### src/rtl/sync_pwm_pkg.sv
package sync_pwm_pkg;
   typedef enum logic {
      ROLE_HOST   = 1'b0,
      ROLE_CLIENT = 1'b1
   } gen_role_e;
endpackage

### src/rtl/pwm_shadow_regs.sv
module pwm_shadow_regs #(
   parameter int CNT_W  = 16,
   parameter int FRAC_W = 4,
   localparam int VAL_W = CNT_W + FRAC_W
) (
   input  logic             clk,
   input  logic             rst_n,
   input  logic             per_wr,
   input  logic [VAL_W-1:0] per_val,
   input  logic             duty_wr,
   input  logic [VAL_W-1:0] duty_val,
   input  logic             upd_set,
   input  logic             xfer,
   output logic [CNT_W-1:0] act_per,
   output logic [CNT_W-1:0] act_duty,
   output logic             upd_pending
);
   logic [VAL_W-1:0] sh_per, sh_duty;
   logic             take;

   assign take = xfer && upd_pending;

   always_ff @(posedge clk) begin
      if (!rst_n) begin
         sh_per      <= '0;
         sh_duty     <= '0;
         act_per     <= '0;
         act_duty    <= '0;
         upd_pending <= 1'b0;
      end else begin
         if (per_wr)  sh_per  <= per_val;
         if (duty_wr) sh_duty <= duty_val;
         if (take) begin
            act_per  <= sh_per[VAL_W-1 -: CNT_W];
            act_duty <= sh_duty[VAL_W-1 -: CNT_W];
         end
         upd_pending <= upd_set || (upd_pending && !xfer);
      end
   end

   AST_REQ_CLEARS: assert property (@(posedge clk) disable iff (!rst_n)
      (take && !upd_set) |=> !upd_pending);
   AST_ACT_HOLD: assert property (@(posedge clk) disable iff (!rst_n)
      !take |=> ($stable(act_per) && $stable(act_duty)));
endmodule

### src/rtl/pwm_edge_gen.sv
module pwm_edge_gen
   import sync_pwm_pkg::*;
#(
   parameter int        CNT_W = 16,
   parameter gen_role_e ROLE  = ROLE_CLIENT
) (
   input  logic             clk,
   input  logic             rst_n,
   input  logic             en,
   input  logic             trig,
   input  logic [CNT_W-1:0] per_clk,
   input  logic [CNT_W-1:0] duty_clk,
   output logic             start,
   output logic             soc_pulse,
   output logic             pwm
);
   localparam logic [CNT_W-1:0] ONE = CNT_W'(1);

   logic             running;
   logic [CNT_W-1:0] cnt;
   logic [CNT_W-1:0] last;
   logic             eoc;

   assign last = (per_clk == '0) ? '0 : per_clk - ONE;
   assign eoc  = running && (cnt == last);

   generate
      if (ROLE == ROLE_HOST) begin : g_host
         assign start = en && (!running || eoc || trig);
         AST_HOST_FREE_RUN: assert property (@(posedge clk) disable iff (!rst_n)
            (en && running) |=> running);
      end else begin : g_client
         assign start = en && trig;
         AST_CLIENT_TRIGGERED: assert property (@(posedge clk) disable iff (!rst_n)
            soc_pulse |-> $past(trig));
      end
   endgenerate

   always_ff @(posedge clk) begin
      if (!rst_n) begin
         running   <= 1'b0;
         cnt       <= '0;
         soc_pulse <= 1'b0;
      end else begin
         soc_pulse <= start;
         if (start) begin
            running <= 1'b1;
            cnt     <= '0;
         end else if (eoc) begin
            running <= 1'b0;
            cnt     <= '0;
         end else if (running) begin
            cnt <= cnt + ONE;
         end
      end
   end

   assign pwm = running && (cnt < duty_clk);

   AST_CNT_IN_RANGE: assert property (@(posedge clk) disable iff (!rst_n)
      running |-> (cnt <= last));
   AST_SOC_AT_ZERO: assert property (@(posedge clk) disable iff (!rst_n)
      soc_pulse |-> (running && cnt == '0));
endmodule

### src/rtl/sync_pwm_trio.sv
module sync_pwm_trio
   import sync_pwm_pkg::*;
#(
   parameter int NUM_GEN = 3,
   parameter int CNT_W   = 16,
   parameter int FRAC_W  = 4,
   localparam int VAL_W  = CNT_W + FRAC_W
) (
   input  logic               clk,
   input  logic               rst_n,
   input  logic [NUM_GEN-1:0] gen_en,
   input  logic               per_wr,
   input  logic [VAL_W-1:0]   per_val,
   input  logic               duty_wr,
   input  logic [VAL_W-1:0]   duty_val,
   input  logic               upd_set,
   output logic               upd_busy,
   output logic [NUM_GEN-1:0] pwm_out,
   output logic [NUM_GEN-1:0] soc_out
);
   generate
      if (NUM_GEN < 2) begin : g_bad_num
         $error("sync_pwm_trio: NUM_GEN must be at least 2");
      end
      if (CNT_W < 2) begin : g_bad_cnt
         $error("sync_pwm_trio: CNT_W must be at least 2");
      end
      if (FRAC_W < 0) begin : g_bad_frac
         $error("sync_pwm_trio: FRAC_W must not be negative");
      end
   endgenerate

   logic [CNT_W-1:0]   act_per, act_duty;
   logic [NUM_GEN-1:0] starts;
   logic               host_start;

   assign host_start = starts[0];

   pwm_shadow_regs #(.CNT_W(CNT_W), .FRAC_W(FRAC_W)) u_regs (
      .clk        (clk),
      .rst_n      (rst_n),
      .per_wr     (per_wr),
      .per_val    (per_val),
      .duty_wr    (duty_wr),
      .duty_val   (duty_val),
      .upd_set    (upd_set),
      .xfer       (host_start),
      .act_per    (act_per),
      .act_duty   (act_duty),
      .upd_pending(upd_busy)
   );

   for (genvar g = 0; g < NUM_GEN; g++) begin : g_gen
      localparam gen_role_e ROLE = (g == 0) ? ROLE_HOST : ROLE_CLIENT;
      pwm_edge_gen #(.CNT_W(CNT_W), .ROLE(ROLE)) u_gen (
         .clk      (clk),
         .rst_n    (rst_n),
         .en       (gen_en[g]),
         .trig     ((g == 0) ? 1'b0 : host_start),
         .per_clk  (act_per),
         .duty_clk (act_duty),
         .start    (starts[g]),
         .soc_pulse(soc_out[g]),
         .pwm      (pwm_out[g])
      );
      if (g > 0) begin : g_client_chk
         AST_CLIENT_FOLLOWS: assert property (@(posedge clk) disable iff (!rst_n)
            starts[g] |-> host_start);
         AST_CLIENT_LOCKSTEP: assert property (@(posedge clk) disable iff (!rst_n)
            soc_out[g] |-> soc_out[0]);
      end
   end
endmodule

### config.mk
export PLATFORM = sky130hd
export DESIGN_NAME = sync_pwm_trio
export DESIGN_NICKNAME = d
export VERILOG_FILES = /design/src/rtl/sync_pwm_pkg.sv /design/src/rtl/pwm_shadow_regs.sv /design/src/rtl/pwm_edge_gen.sv /design/src/rtl/sync_pwm_trio.sv
export SDC_FILE = /design/constraint.sdc
export NUM_CORES = 1
export LEC_CHECK = 0
export ABC_AREA = 1
export BUFFER_PORTS_ARGS = -buffer_cell sky130_fd_sc_hd__buf_4
export CAP_MARGIN = 10
export CORE_MARGIN = 8
export CORE_UTILIZATION = 40
export CTS_CLUSTER_SIZE = 14
export DETAILED_ROUTE_END_ITERATION = 6
export SYNTH_ARGS = -nofsm -noshare
export SYNTH_HDL_FRONTEND = slang
export SYNTH_SLANG_ARGS = --single-unit
export TNS_END_PERCENT = 30
### constraint.sdc
create_clock -name clk -period 5.8 [get_ports clk]
set_input_delay 0.58 -clock clk [delete_from_list [all_inputs] [get_ports clk]]
set_output_delay 0.58 -clock clk [all_outputs]
set_load 0.02 [all_outputs]
* Yosys cells after proc, flatten, opt, wreduce, memory -nomap -nowiden
Cells that the tools add are included.
** Storage, ports and cells
- Logic and storage cells :: 54
- Bits in registers :: 127
- Output and inout port bits :: 7
- Bits of input ports :: 48
** Cells by class
- Eq/ne operators :: 3
- Muxes and demuxes :: 7
- Add/subtract/negate cells :: 4
- Reduce and logical (&&, ||, !) cells :: 22
- Order comparisons :: 3
- Bitwise operators :: 1
** Operators with widths (number)
- $add 16x1->16 const B :: 3
- $eq 16x16->1 :: 3
- $lt 16x16->1 :: 3
- $logic_not 16->1 :: 1
- $mux 16 :: 1
- $sub 16x1->16 const B :: 1
- $logic_and 1x1->1 :: 11
- $reduce_or 3->1 :: 3
- $mux 1 :: 6
- $reduce_bool 2->1 :: 3
- $logic_not 1->1 :: 2
- $logic_or 1x1->1 :: 2
- $not 1->1 :: 1

* Depth between registers and ports, before layout
Gate-level depths: netlist of run 1.
- Word-level depth :: 9
- Depth in mapped cells :: 20

* Modules after synthesis
From an unflattened synthesis of run 1, not the netlist that was laid out.
** Unflattened totals
- Cell total of the unflattened synthesis :: 1426
- Area, all modules :: 8817.2 µm²
** By module, submodules not included
- pwm_edge_gen at g_gen[1].u_gen ... :: seq. area each 360.3 µm², area an instance 2127.0 µm², times used 2, cells each 367
- pwm_shadow_regs :: seq. area each 1301.2 µm², area an instance 2469.9 µm², times used 1, cells each 345
- pwm_edge_gen at g_gen[0].u_gen :: seq. area each 360.3 µm², area an instance 2089.5 µm², times used 1, cells each 346
- sync_pwm_trio :: seq. area each 0.0 µm², area an instance 3.8 µm², times used 1, cells each 1

* Worst setup path after synthesis of run 1
Ideal clock, no wire load.
- Kind :: register -> register
- Start point :: register u_regs.act_per[0]
- End point :: register g_gen[1].u_gen.cnt[11]
- Stages on the path, launching flop included :: 19
- Data required time :: 5684 ps
- Period minus slack after synthesis :: 2278 ps
- Arrival time :: 2162 ps
- Path buffers :: 2
- Path slack :: 3522 ps
- Cell sequence :: dfxtp_1 > inv_2 > ha_1 > nand2_2 > nor2_1 > nand2_2 > buf_4 > nand2_1 > nand2_1 > nand2_1 > nor2_1 > nand2_1 > nor2_1 > nand3_2 > nand2_4 > nand3_1 > nand2_2 > buf_4 > nor2_1
** On the way
- Cells in the longest elaborated chain, start to end :: 8
- Elaborated cells between the ends (all ways) :: 11
- Classes of those cells :: 1 x add/sub; 2 x eq/ne; 1 x mux; 7 x reduce/logical
** Ends and longest elaborated chain
- from (decl) :: RTL line pwm_shadow_regs.sv:14 : output logic [CNT_W-1:0] act_per,
- from (signal assigned) :: RTL line pwm_shadow_regs.sv:34 : act_per <= sh_per[VAL_W-1 -: CNT_W];
- $sub 16x1->16 or $logic_not 16->1 (tied branches) :: RTL line pwm_edge_gen.sv:24 : assign last = (per_clk == '0) ? '0 : per_clk - ONE;
- $mux 16 (*) :: RTL line pwm_edge_gen.sv:24
- $eq 16x16->1 :: RTL line pwm_edge_gen.sv:25 : assign eoc = running && (cnt == last);
- $logic_and 1x1->1 :: RTL line pwm_edge_gen.sv:25
- $logic_or 1x1->1 :: RTL line pwm_edge_gen.sv:29 : assign start = en && (!running || eoc || trig);
- $logic_and 1x1->1 :: RTL line pwm_edge_gen.sv:29
- $logic_and 1x1->1 :: RTL line pwm_edge_gen.sv:33 : assign start = en && trig;
- $reduce_or 3->1 (no source line) (*)
- to (signal assigned) :: RTL line pwm_edge_gen.sv:53 : cnt <= cnt + ONE;
- to (decl) :: RTL line pwm_edge_gen.sv:20 : logic [CNT_W-1:0] cnt;
Every way passes the cells marked *; elsewhere a longest branch is shown, timed or not.
A chain may end at the register's enable or synchronous reset.

* Worst setup path in the final report of run 1
- Start point :: register u_regs.act_per[0]
- End point :: register u_regs.act_per[2]
** On the way
- Cells in the longest elaborated chain, start to end :: 7
- Elaborated cells between the ends (all ways) :: 8
- Classes of those cells :: 1 x add/sub; 1 x eq/ne; 1 x mux; 5 x reduce/logical
** Ends and longest elaborated chain
- $sub 16x1->16 or $logic_not 16->1 (tied branches) :: RTL line pwm_edge_gen.sv:24
- $mux 16 (*) :: RTL line pwm_edge_gen.sv:24
- $eq 16x16->1 (*) :: RTL line pwm_edge_gen.sv:25
- $logic_and 1x1->1 (*) :: RTL line pwm_edge_gen.sv:25
- $logic_or 1x1->1 (*) :: RTL line pwm_edge_gen.sv:29
- $logic_and 1x1->1 (*) :: RTL line pwm_edge_gen.sv:29
- $logic_and 1x1->1 (*) :: RTL line pwm_shadow_regs.sv:21 : assign take = xfer && upd_pending;
Marked as above.

==> out/results.md, run 1 <==
| Group | Item | Value |
|:---|:---|:---|
| status | Outcome | finished clean |
| sta | Hold violation total from the final report | 0 |
| floorplan | Standard-cell rows | 49 |
| cts | H-Tree Level Count | 4 |
| floorplan | Overall die height | 150.7 µm |
| floorplan | Area of the die | 22700 µm² |
| floorplan | Number of ports placed on the die boundary | 55 |
| cts | # resized after CTS | 0 |
| global route | Via count of the first global-routing pass | 6054 |
| sta | Sum Neg Setup Slack | 0 ps |
| synthesis | Yosys cell types | 39 |
| global route | Total gr overflow | 0 |
| cts | Num CTS Buffers | 17 |
| floorplan | Overall die width | 150.7 µm |
| global route | Initial antenna violation count | 0 |
| cts | CTS tree | built |
| sta | Post-route minimum period | 3548 ps |
| cells and area | Leading cell type in the layout, fill and taps excluded | nand2_1 |
| global route | Largest net degree at the start of global routing | 68 |
| worst setup path | Setup crit end kind | register |
| worst setup path | Startpoint type of the worst setup path | register |
| sta | Max-slew violations | 0 |
| cts | Buffer levels on the longest clock path | 2 |
| routing | Final wirelength | 18850 µm |
| worst setup path | Required time reported for the critical path endpoint | 6160 ps |
| cts | Clock root buffer | clkbuf_16 |
| synthesis | Mean instance size in the synthesized netlist | 6.753 µm² |
| power and ir drop | Part of the total power dissipated in combinational logic | 19.4% |
| place | Hpwl dp | 13870 µm |
| routing | Vias per inst | 4.949 |
| floorplan | Effective utilization at floorplan | 40.52% |
| synthesis | Number of instances in the synthesized netlist | 1074 |
| power and ir drop | Internal cell power | 0.001694 W |
| power and ir drop | Power consumption | 0.002451 W |
| routing | Number of vias in the routed layout | 6632 |
| place | Total instance count after detailed placement | 1309 |
| power and ir drop | Worst vdd ir | 0.0003184 V |
| synthesis | Net Count, Synth | 1171 |
| place | Weighted congestion at the end of routability-driven global placement | 0.9459 |
| global route | Global-route wire length before repair | 31160 µm |
| power and ir drop | Power per cell area | 296.2 nW/µm² |
| cells and area | Layout area overhead | 14.11% |
| cts | Hold-fix buffer count after cts | 0 |
| cells and area | Number of nets in the finished design | 1196 |
| place | Count of buffers inserted at the top-level ports | 46 |
| routing | Routed length per instance | 14.07 µm |
| routing | Iteration-0 DRC Markers | 459 |
| cells and area | Non-filler cells in the finished layout | 1340 |
| cells and area | Commonest cells after routing, fill and taps aside | 220 x nand2_1, 180 x inv_1, 143 x nor2_1, 119 x dfxtp_1, 57 x a21oi_1 |
| sta | Final setup viols | 0 |
| routing | First-pass iteration count of the detailed router | 5 |
| synthesis | Number of flip-flops and latches in the synthesized netlist | 119 |
| cells and area | Diodes inserted | 0 |
| sta | Worst-case clock skew | 7.906 ps |
| power and ir drop | Clock share of power | 45.1% |
| cts | Clock Pin Slew Worst Setup and Hold Paths | 60 ps |
| flow run | Maximum Capacitance Violations | 0 |
| cts | Number of sinks handled by clock tree synthesis | 119 |
| synthesis | Post-synthesis sequential area ratio | 32.84% |
| worst setup path | Peak fanout along the critical path | 37 |
| cts | Count of buffers added by post-CTS timing repair for setup | 0 |
| cells and area | Fraction of layout instances using a drive strength above 1 | 8.731% |
| worst setup path | Worst path arrival time | 3910 ps |
| sta | Portion of the clock cycle consumed by the worst path in the final layout | 61.16% |
| power and ir drop | Switch Pwr | 0.0007570 W |
| synthesis | Synthesis warning total | 0 |
| power and ir drop | Sequential group share of total power | 35.5% |
| power and ir drop | Net switching fraction of the power | 30.88% |
| min path | Type of the tightest min-delay check | in -> reg |
| worst setup path | Critical setup path kind | reg -> reg |
| synthesis | Syn Std Cell Area | 7253 µm² |
| sta | Upper clock frequency limit | 281.9 MHz |
| routing | Final ANT Viol Nets | 0 |
| routing | DRC errors left | 0 |
| sta | Least-Margin Pin Slew | 967.1 ps |
| sta | Rel. slew slack | 33.86% |
| power and ir drop | Static Leakage | 3.802 nW |
| cells and area | Fill cell instance count of the final layout | 1832 |
| sta | RSZ-0062 raised after global routing | false |
| floorplan | Core area | 17900 µm² |
| cts | Skew-Pair Late Insertion Delay | 420 ps |
| global route | Global-route usage over all layers | 17.53% |
==> cell type report <==
type	instances	area, µm²	share of cell area (%)
multi-input combinational	732	3963	47.88
sequential	119	2382	28.78
inverter	182	683.2	8.254
clock buffer	19	442.9	5.351
timing repair buffer	47	352.8	4.263
tap	229	286.5	3.462
clock inverter	12	166.4	2.011
==> worst paths after layout <==
| kind | startpoint | end | slack [ps] | depth (start not counted) |
|---|---|---|---|---|
| worst max-delay path | u_regs.act_per[0] | u_regs.act_per[2] | 2250 | 18 |
| worst min-delay path | upd_set | u_regs.upd_pending | 370 | 3 |
| worst max register to register | u_regs.act_per[0] | u_regs.act_per[2] | 2250 | 18 |
| worst min register to register | u_regs.sh_duty[7] | u_regs.sh_duty[7] | 460 | 2 |
==> sequential cells by signal (all words and copies together), names as in the netlist <==
name and flops:
g_gen.u_gen.cnt 48, u_regs.act_duty 16, u_regs.act_per 16, u_regs.sh_duty 16, u_regs.sh_per 16, g_gen.u_gen.running 3
g_gen.u_gen.soc_pulse 3, u_regs.upd_pending 1
==> worst max-delay path: stages, from the launching register on <==
cell and delay (ps):
dfxtp_1 300, inv_2 140, ha_1 260, nand2_2 120
nor2_1 150, nand2_2 410, nand2_1 420, nand2_1 90
nand2_1 70, nand2_1 50, inv_1 50, nand2_1 50
nor2_1 130, nand3_2 130, nand2_4 370, nand3_4 410
nand2_1 190, inv_2 40, nor2_1 80
==> synthesized netlist by cell type (all sizes together) <==
cell	number	share of area, %
a2111oi	1	0.12
a211oi	2	0.21
a21boi	2	0.21
a21oi	57	3.9
and2	1	0.086
and3	1	0.086
buf	26	2.3
clkbuf	15	0.78
dfxtp	119	33
ha	49	8.5
inv	182	9.4
mux2i	2	0.28
nand2	226	12
nand3	49	4.0
nand3b	1	0.10
nand4	54	4.7
nor2	146	7.7
nor3	18	1.2
nor4	3	0.26
o2111ai	2	0.24
o211ai	5	0.59
o21a	1	0.10
o21ai	55	3.8
o22ai	4	0.34
or2	1	0.086
or3	1	0.086
xnor2	8	0.97
xor2	43	5.2
==> logic make-up after synthesis <==
kind of cell             Yosys count  share of synthesized area [%]
buffers and inverters            223                          12.52
multiplexers                       2                         0.2760
AO/OA/AOI/OAI                    129                          9.539
XOR/XNOR                          51                          6.158
adder cells (fa/ha/maj)           49                          8.453
flip-flops                       119                          32.84
AND/OR/NAND/NOR                  501                          30.21
==> through the flow <==
stage	util [%]	hold WS (ps)	setup slack, ps	instance area, µm²
floorplan	-	429.9	3522	7253
global placement	42.83	442.0	2266	7667
detailed placement	42.83	449.3	2272	7667
CTS	46.23	351.5	2257	8277
global route	46.23	365.3	1778	8277
finish	46.23	367.9	2253	8277
==> metal layers <==
metal  vias up  share of wire [%]  global-route usage (%)
met5         -                  0                       0
met4         0                2.3                   7.422
met3        31                4.4                   3.096
met2       159                 45                   27.38
met1      2971                 49                   23.32
li1       3471                  -                       -
==> power groups by stage <==
stage	registers, W	clock network [W]	logic, W
2_1_floorplan	0.000882	0	0.000349
3_3_place_gp	0.000888	0	0.000465
6_report	0.000871	0.00110	0.000476
4_1_cts	0.000870	0.00112	0.000472
5_1_grt	0.000875	0.00116	0.000538
3_5_place_dp	0.000888	0	0.000469
No activity file was read; power rests on OpenSTA's default activity.
==> run 2: changes to the inputs <==
clock period = 3.15 ns   (was 5.8 ns; I/O delays follow)
==> run 2 against run 1 <==
  * Non-clock buffer count increased by 19
  * Total power is 80% higher
  * Final cell count grew 1.6%
  * Maximum frequency up 21%
  * Critical path type unchanged
  * Sequential share of layout area decreased by 0.44 points
  * Via count fell by 0.75%
  * Clock-buffer cell count down 2
==> out/results.md, run 2 (same netlist as run 1, synthesis figures left out) <==
| Group | Item | Value | vs previous |
|:---|:---|:---|:---|
| routing | Final wirelength | 19300 µm | was 18850 µm |
| sta | Max-slew violations | 0 | unchanged |
| cts | Count of buffers added by post-CTS timing repair for setup | 0 | unchanged |
| cts | Clock Pin Slew Worst Setup and Hold Paths | 60 ps | about the same |
| sta | RSZ-0062 raised after global routing | true | was false |
| global route | Largest net degree at the start of global routing | 67 | was 68 |
| routing | DRC errors left | 0 | unchanged |
| routing | Iteration-0 DRC Markers | 466 | was 459 |
| cts | Number of sinks handled by clock tree synthesis | 119 | unchanged |
| worst setup path | Startpoint type of the worst setup path | register | unchanged |
| cells and area | Register containing the most flip-flops in the final layout | g_gen.u_gen.cnt | unchanged |
| sta | Post-route minimum period | 2938 ps | was 3548 ps |
| cts | Clock root buffer | clkbuf_16 | unchanged |
| floorplan | Overall die height | 150.7 µm | unchanged |
| status | Outcome | finished clean | unchanged |
| cells and area | Commonest cells after routing, fill and taps aside | 220 x nand2_1, 180 x inv_1, 143 x nor2_1, 119 x dfxtp_1, 66 x buf_4 | was 220 x nand2_1, 180 x inv_1, 143 x nor2_1, 119 x dfxtp_1, 57 x a21oi_1 |
| worst setup path | Peak fanout along the critical path | 21 | was 37 |
| cells and area | Final instance area | 8404 µm² | was 8277 µm² |
| place | Weighted congestion at the end of routability-driven global placement | 0.9161 | was 0.9459 |
| cts | H-Tree Level Count | 4 | unchanged |
| worst setup path | Required time reported for the critical path endpoint | 3470 ps | was 6160 ps |
| floorplan | Effective utilization at floorplan | 40.52% | unchanged |
| place | Count of buffers inserted at the top-level ports | 46 | unchanged |
| routing | First-pass iteration count of the detailed router | 5 | unchanged |
| global route | Global-route wire length before repair | 31280 µm | was 31160 µm |
| place | Total instance count after detailed placement | 1328 | was 1309 |
| cells and area | Diodes inserted | 0 | unchanged |
| global route | Global-route usage over all layers | 17.71% | was 17.53% |
| power and ir drop | Static Leakage | 3.891 nW | was 3.802 nW |
| global route | Via count of the first global-routing pass | 6093 | was 6054 |
| worst setup path | Worst path arrival time | 3260 ps | was 3910 ps |
| cts | Buffer levels on the longest clock path | 2 | unchanged |
| routing | Vias per inst | 4.836 | was 4.949 |
| routing | Number of vias in the routed layout | 6582 | was 6632 |
| worst setup path | Critical setup path kind | reg -> reg | unchanged |
| cells and area | Layout area overhead | 15.87% | was 14.11% |
| cts | Num CTS Buffers | 17 | unchanged |
| routing | Final ANT Viol Nets | 0 | unchanged |
| floorplan | Core area | 17900 µm² | unchanged |
| cts | Hold-fix buffer count after cts | 0 | unchanged |
| sta | Worst-case clock skew | 9.506 ps | was 7.906 ps |
| sta | Final setup viols | 0 | unchanged |
| sta | Portion of the clock cycle consumed by the worst path in the final layout | 93.26% | was 61.16% |
| cts | Skew-Pair Late Insertion Delay | 430 ps | was 420 ps |
| cells and area | Number of nets in the finished design | 1216 | was 1196 |
| place | Worst-case setup slack after placement | 151.1 ps | was 2272 ps |
| sta | Least-Margin Pin Slew | 792.3 ps | was 967.1 ps |
| floorplan | Overall die width | 150.7 µm | unchanged |
| floorplan | Standard-cell rows | 49 | unchanged |
| cells and area | Flip-flop count of the largest register after layout | 48 | unchanged |
| sta | Rel. slew slack | 47.12% | was 33.86% |
| cells and area | Leading cell type in the layout, fill and taps excluded | nand2_1 | unchanged |
| min path | Type of the tightest min-delay check | in -> reg | unchanged |
| sta | Upper clock frequency limit | 340.4 MHz | was 281.9 MHz |
| sta | Hold violation total from the final report | 0 | unchanged |
| routing | Routed length per instance | 14.18 µm | was 14.07 µm |
| power and ir drop | Power per cell area | 526.4 nW/µm² | was 296.2 nW/µm² |
| place | Hpwl dp | 14420 µm | was 13870 µm |
| cts | CTS tree | built | unchanged |
| place | Post-place instance area | 7810 µm² | was 7667 µm² |
| cells and area | Non-filler cells in the finished layout | 1361 | was 1340 |
| sta | Least setup slack across all paths after layout | 212.3 ps | was 2253 ps |
| cells and area | Fill cell instance count of the final layout | 1895 | was 1832 |
| global route | Total gr overflow | 0 | unchanged |
| worst setup path | Setup crit end kind | register | unchanged |
| cells and area | Fraction of layout instances using a drive strength above 1 | 10.51% | was 8.731% |
| flow run | Maximum Capacitance Violations | 0 | unchanged |
| floorplan | Area of the die | 22700 µm² | unchanged |
| cells and area | Final core utilization | 46.95% | was 46.23% |
| floorplan | Number of ports placed on the die boundary | 55 | unchanged |
| power and ir drop | Worst vdd ir | 0.0005554 V | was 0.0003184 V |
| global route | Initial antenna violation count | 0 | unchanged |
run 2: changes by cell type in the layout (fill, tap and decap cells not counted), sizes merged:
cell,delta
buf,+19
bufinv,-2
clkbuf,-2
clkinv,+5
clkinvlp,-2
inv,+2
nand3,+1
run 2: worst max-delay path, stage by stage, from the launching register on:
cell     delay (ps)
dfxtp_1         300
inv_2           130
ha_1            240
nand2_2          80
nor2_1          130
nand2_2         260
buf_4           300
nand3_2         160
nand2_1          70
nand2_1          60
nand2_1          40
nor2_1          120
nand3_2         150
nand2_4         240
buf_4           250
nand4_1         100
nand2_1         130
nor2_1           60
run 2: cell type report:
cell class / instances / area [µm²] / area share, %
Clock buffer: 17 / 425.4 / 5.062
Clock inverter: 15 / 141.4 / 1.682
Tap cell: 229 / 286.5 / 3.409
Sequential cell: 119 / 2382 / 28.35
Multi-Input combinational cell: 733 / 3990 / 47.48
Timing Repair Buffer: 66 / 495.5 / 5.895
Inverter: 182 / 683.2 / 8.129
run 2: path summary, 6_finish.rpt:
check | slack (ps) | from | endpoint | depth (start not counted)
max | 210 | u_regs.act_per[0] | u_regs.act_per[13] | 17
min | 90 | upd_set | u_regs.upd_pending | 3
max reg2reg | 210 | u_regs.act_per[0] | u_regs.act_per[13] | 17
min reg2reg | 460 | u_regs.sh_per[14] | u_regs.sh_per[14] | 2
run 2: where the power goes:
group          total, W  internal [W]  leakage [nW]  switching, W
Clock           0.00188       0.00110         0.283      0.000781
Combinational  0.000936      0.000338          2.64      0.000598
Sequential      0.00161       0.00157         0.972     0.0000411
Total           0.00442       0.00300          3.89       0.00142
run 2: repair_timing:
item                                    CTS  global route
gates resized for setup                   0             3
endpoints found under the setup margin    0            48
hold endpoints to repair                  0             0
run 2: routing by layer:
layer	vias up	track usage (%)	share of wire [%]
li1	3509	-	-
met3	26	4.268	4.4
met5	-	0	0
met4	0	7.373	2.7
met1	2907	23.07	48
met2	140	27.49	45
run 2: metrics by stage:
step	setup TNS, ps	hold slack, ps	power (W)
3_5_place_dp	0	451.4	0.002567
6_report	0	91.48	0.004424
5_1_grt	-68.88	105.0	0.004664
2_1_floorplan	0	429.9	0.002267
3_3_place_gp	0	444.7	0.002556
4_1_cts	0	83.55	0.004455
==> run 3: changes to the inputs <==
==> constraint.sdc (replaced) <==
create_clock -name clk -period 3.15 [get_ports clk]
set_input_delay 0.1575 -clock clk [delete_from_list [all_inputs] [get_ports clk]]
set_output_delay 0.1575 -clock clk [all_outputs]
set_load 0.02 [all_outputs]
==> run 3 against run 2 <==
  * Sequential power about the same
  * Highest routed layer unchanged
  * Clock-buffer cell count up 2
  * Flip-flop and latch count unchanged
  * Utilization increased by 0.29 points
  * Largest cell class unchanged
  * Setup slack better by 46 ps
==> out/results.md, run 3 (same netlist as run 1, synthesis figures left out) <==
| Group | Item | Value | vs previous |
|:---|:---|:---|:---|
| sta | Max-slew violations | 0 | unchanged |
| routing | Number of vias in the routed layout | 6731 | was 6582 |
| power and ir drop | Power consumption | 0.004519 W | was 0.004424 W |
| routing | Final wirelength | 19620 µm | was 19300 µm |
| global route | Global-route usage over all layers | 17.65% | was 17.71% |
| floorplan | Overall die width | 150.7 µm | unchanged |
| routing | DRC errors left | 0 | unchanged |
| cts | Skew-Pair Late Insertion Delay | 420 ps | was 430 ps |
| flow run | Maximum Capacitance Violations | 0 | unchanged |
| worst setup path | Worst path most repeated cell | nand2_1 | unchanged |
| routing | First-pass iteration count of the detailed router | 5 | unchanged |
| floorplan | Area of the die | 22700 µm² | unchanged |
| power and ir drop | Power per cell area | 534.4 nW/µm² | was 526.4 nW/µm² |
| place | Count of buffers inserted at the top-level ports | 46 | unchanged |
| cells and area | Final instance area | 8456 µm² | was 8404 µm² |
| worst setup path | Crit-path max cell delay | 320 ps | was 300 ps |
| sta | Sum Neg Setup Slack | 0 ps | unchanged |
| worst setup path | Startpoint type of the worst setup path | register | unchanged |
| cells and area | Combined area of the multi-input logic cells | 4015 µm² | was 3990 µm² |
| place | Post-place instance area | 7795 µm² | was 7810 µm² |
| floorplan | Overall die height | 150.7 µm | unchanged |
| min path | Hold Path End | u_regs.sh_duty[10] | was u_regs.upd_pending |
| cells and area | Fill cell instance count of the final layout | 1856 | was 1895 |
| global route | Initial antenna violation count | 0 | unchanged |
| cells and area | Register containing the most flip-flops in the final layout | g_gen.u_gen.cnt | unchanged |
| min path | Hold Crit Depth | 3 | unchanged |
| sta | Hold violation total from the final report | 0 | unchanged |
| global route | Largest net degree at the start of global routing | 67 | unchanged |
| sta | Final setup viols | 0 | unchanged |
| power and ir drop | Static Leakage | 3.897 nW | was 3.891 nW |
| routing | Vias per inst | 4.942 | was 4.836 |
| cts | Clock root buffer | clkbuf_16 | unchanged |
| place | Hpwl dp | 14270 µm | was 14420 µm |
| sta | Portion of the clock cycle consumed by the worst path in the final layout | 91.81% | was 93.26% |
| global route | Via count of the first global-routing pass | 6215 | was 6093 |
| cts | Buffer levels on the longest clock path | 2 | unchanged |
| sta | Least setup slack across all paths after layout | 258.0 ps | was 212.3 ps |
| global route | Total gr overflow | 0 | unchanged |
| cts | Clock Pin Slew Worst Setup and Hold Paths | 60 ps | about the same |
| cells and area | Flip-flop count of the largest register after layout | 48 | unchanged |
| floorplan | Standard-cell rows | 49 | unchanged |
| worst setup path | Number of cells on the worst reg-to-reg path | 20 | was 17 |
| cts | CTS tree | built | unchanged |
| cells and area | Fraction of layout instances using a drive strength above 1 | 10.50% | was 10.51% |
| place | Weighted congestion at the end of routability-driven global placement | 0.9054 | was 0.9161 |
| cts | H-Tree Level Count | 4 | unchanged |
| worst setup path | Max stage delay cell, worst path | dfxtp_1 | unchanged |
| worst setup path | Setup crit end kind | register | unchanged |
| cts | Num CTS Buffers | 17 | unchanged |
| power and ir drop | Worst vdd ir | 0.0005714 V | was 0.0005554 V |
| worst setup path | Worst path arrival time | 3210 ps | was 3260 ps |
| floorplan | Number of ports placed on the die boundary | 55 | unchanged |
| min path | Min-Delay Startpoint | duty_val[10] | was upd_set |
| worst setup path | Reg2reg end | u_regs.act_per[14] | was u_regs.act_per[13] |
| floorplan | Effective utilization at floorplan | 40.52% | unchanged |
| sta | Post-route minimum period | 2892 ps | was 2938 ps |
| cells and area | Total area of sequential cells | 2382 µm² | unchanged |
| global route | Global-route wire length before repair | 31600 µm | was 31280 µm |
| min path | Type of the tightest min-delay check | in -> reg | unchanged |
| routing | Routed length per instance | 14.41 µm | was 14.18 µm |
| routing | Iteration-0 DRC Markers | 483 | was 466 |
| status | Outcome | finished clean | unchanged |
| cells and area | Final core utilization | 47.23% | was 46.95% |
| cells and area | Layout area overhead | 16.58% | was 15.87% |
| cells and area | Leading cell type in the layout, fill and taps excluded | nand2_1 | unchanged |
| floorplan | Core area | 17900 µm² | unchanged |
| sta | Worst-case clock skew | 9.170 ps | was 9.506 ps |
| sta | Upper clock frequency limit | 345.8 MHz | was 340.4 MHz |
| cts | Number of sinks handled by clock tree synthesis | 119 | unchanged |
| worst setup path | Crit Reg-Reg Startpoint | u_regs.act_per[0] | unchanged |
| sta | Rel. slew slack | 46.74% | was 47.12% |
| cells and area | Diodes inserted | 0 | unchanged |
| worst setup path | Ordered cell list for the critical path | inv_2, ha_1, nand2_2, buf_4, inv_1, nand2_1, nand2_1, inv_1, nand2_1, nand2_1, nand2_1, nor2_1, nand2_1, nor2_1, nand3_2, nand2_8, buf_4, nand4_1, nand2_1, nor2_1 | was inv_2, ha_1, nand2_2, nor2_1, nand2_2, buf_4, nand3_2, nand2_1, nand2_1, nand2_1, nor2_1, nand3_2, nand2_4, buf_4, nand4_1, nand2_1, nor2_1 |
| routing | Final ANT Viol Nets | 0 | unchanged |
| worst setup path | Flop-to-flop setup slack | 260 ps | was 210 ps |
| worst setup path | Required time reported for the critical path endpoint | 3460 ps | was 3470 ps |
| worst setup path | Peak fanout along the critical path | 16 | was 21 |
| cells and area | Commonest cells after routing, fill and taps aside | 220 x nand2_1, 180 x inv_1, 141 x nor2_1, 119 x dfxtp_1, 64 x buf_4 | was 220 x nand2_1, 180 x inv_1, 143 x nor2_1, 119 x dfxtp_1, 66 x buf_4 |
| place | Worst-case setup slack after placement | 110.4 ps | was 151.1 ps |
| sta | RSZ-0062 raised after global routing | false | was true |
| cells and area | Number of nets in the finished design | 1217 | was 1216 |
| worst setup path | Critical setup path kind | reg -> reg | unchanged |
| sta | Least-Margin Pin Slew | 797.8 ps | was 792.3 ps |
==> run 3: cell types whose count changed in the layout (fill, tap and decap cells not counted), sizes merged <==
cell         before  now
buf              66   64
bufinv            1    2
clkbuf           17   19
clkinv            8    5
clkinvlp          0    3
dlygate4sd3       0    2
inv             188  185
nand2           226  227
==> run 3: power breakdown <==
group          leakage [nW]  switching (W)  internal [W]  total [W]
sequential            0.972      0.0000424       0.00157    0.00161
clock                 0.280       0.000764       0.00119    0.00196
combinational          2.64       0.000613      0.000339   0.000952
total                  3.90        0.00142       0.00310    0.00452
==> run 3: per-stage QoR <==
stage | hold slack [ps] | std cells
3_5_place_dp | 370.3 | 1326
6_report | 14.69 | 1362
5_1_grt | 13.89 | 1362
3_3_place_gp | 361.8 | 1326
4_1_cts | 1.014 | 1360
2_1_floorplan | 274.9 | 1074
==> run 3: area by class of cell <==
type	count	area share (%)
timing repair buffer	66	5.919
clock buffer	19	5.238
inverter	182	8.079
multi-input combinational	734	47.48
clock inverter	13	1.716
sequential	119	28.17
tap	229	3.389
==> run 3: worst max-delay path: cells and delay by family (launching register included) <==
| kind | cells | cell delay [ps] |
|---|---|---|
| adders and majority gates | 1 | 260 |
| and+or+nand+nor | 14 | 1500 |
| DFF | 1 | 320 |
| buffers and inverters | 5 | 680 |
==> run 3: worst max-delay path by stage <==
stage / startpoint / endpoint / depth (start not counted)
6_report: u_regs.act_per[0] / u_regs.act_per[14] / 20
5_1_grt: u_regs.act_per[0] / u_regs.act_per[13] / 19
4_1_cts: u_regs.act_per[0] / u_regs.act_per[14] / 17
3_5_place_dp: u_regs.act_per[0] / u_regs.act_per[14] / 17
3_3_place_gp: u_regs.act_per[0] / u_regs.act_per[2] / 17
2_1_floorplan: u_regs.act_per[0] / g_gen[1].u_gen.cnt[11] / 18
==> run 3: metal layers <==
metal	wire [µm]	up-vias	global-route usage (%)
met1	9289	2987	22.97
met3	1028	46	3.968
met5	0	-	0
met2	8734	181	27.44
li1	-	3517	-
met4	567	0	7.768
==> run 3: timing repair <==
action | CTS | global route
buffers inserted | 0 | 0
hold buffers | 2 | 0
hold endpoints to repair | 2 | 0
endpoints found under the setup margin | 0 | 81
gates resized for setup | 0 | 7
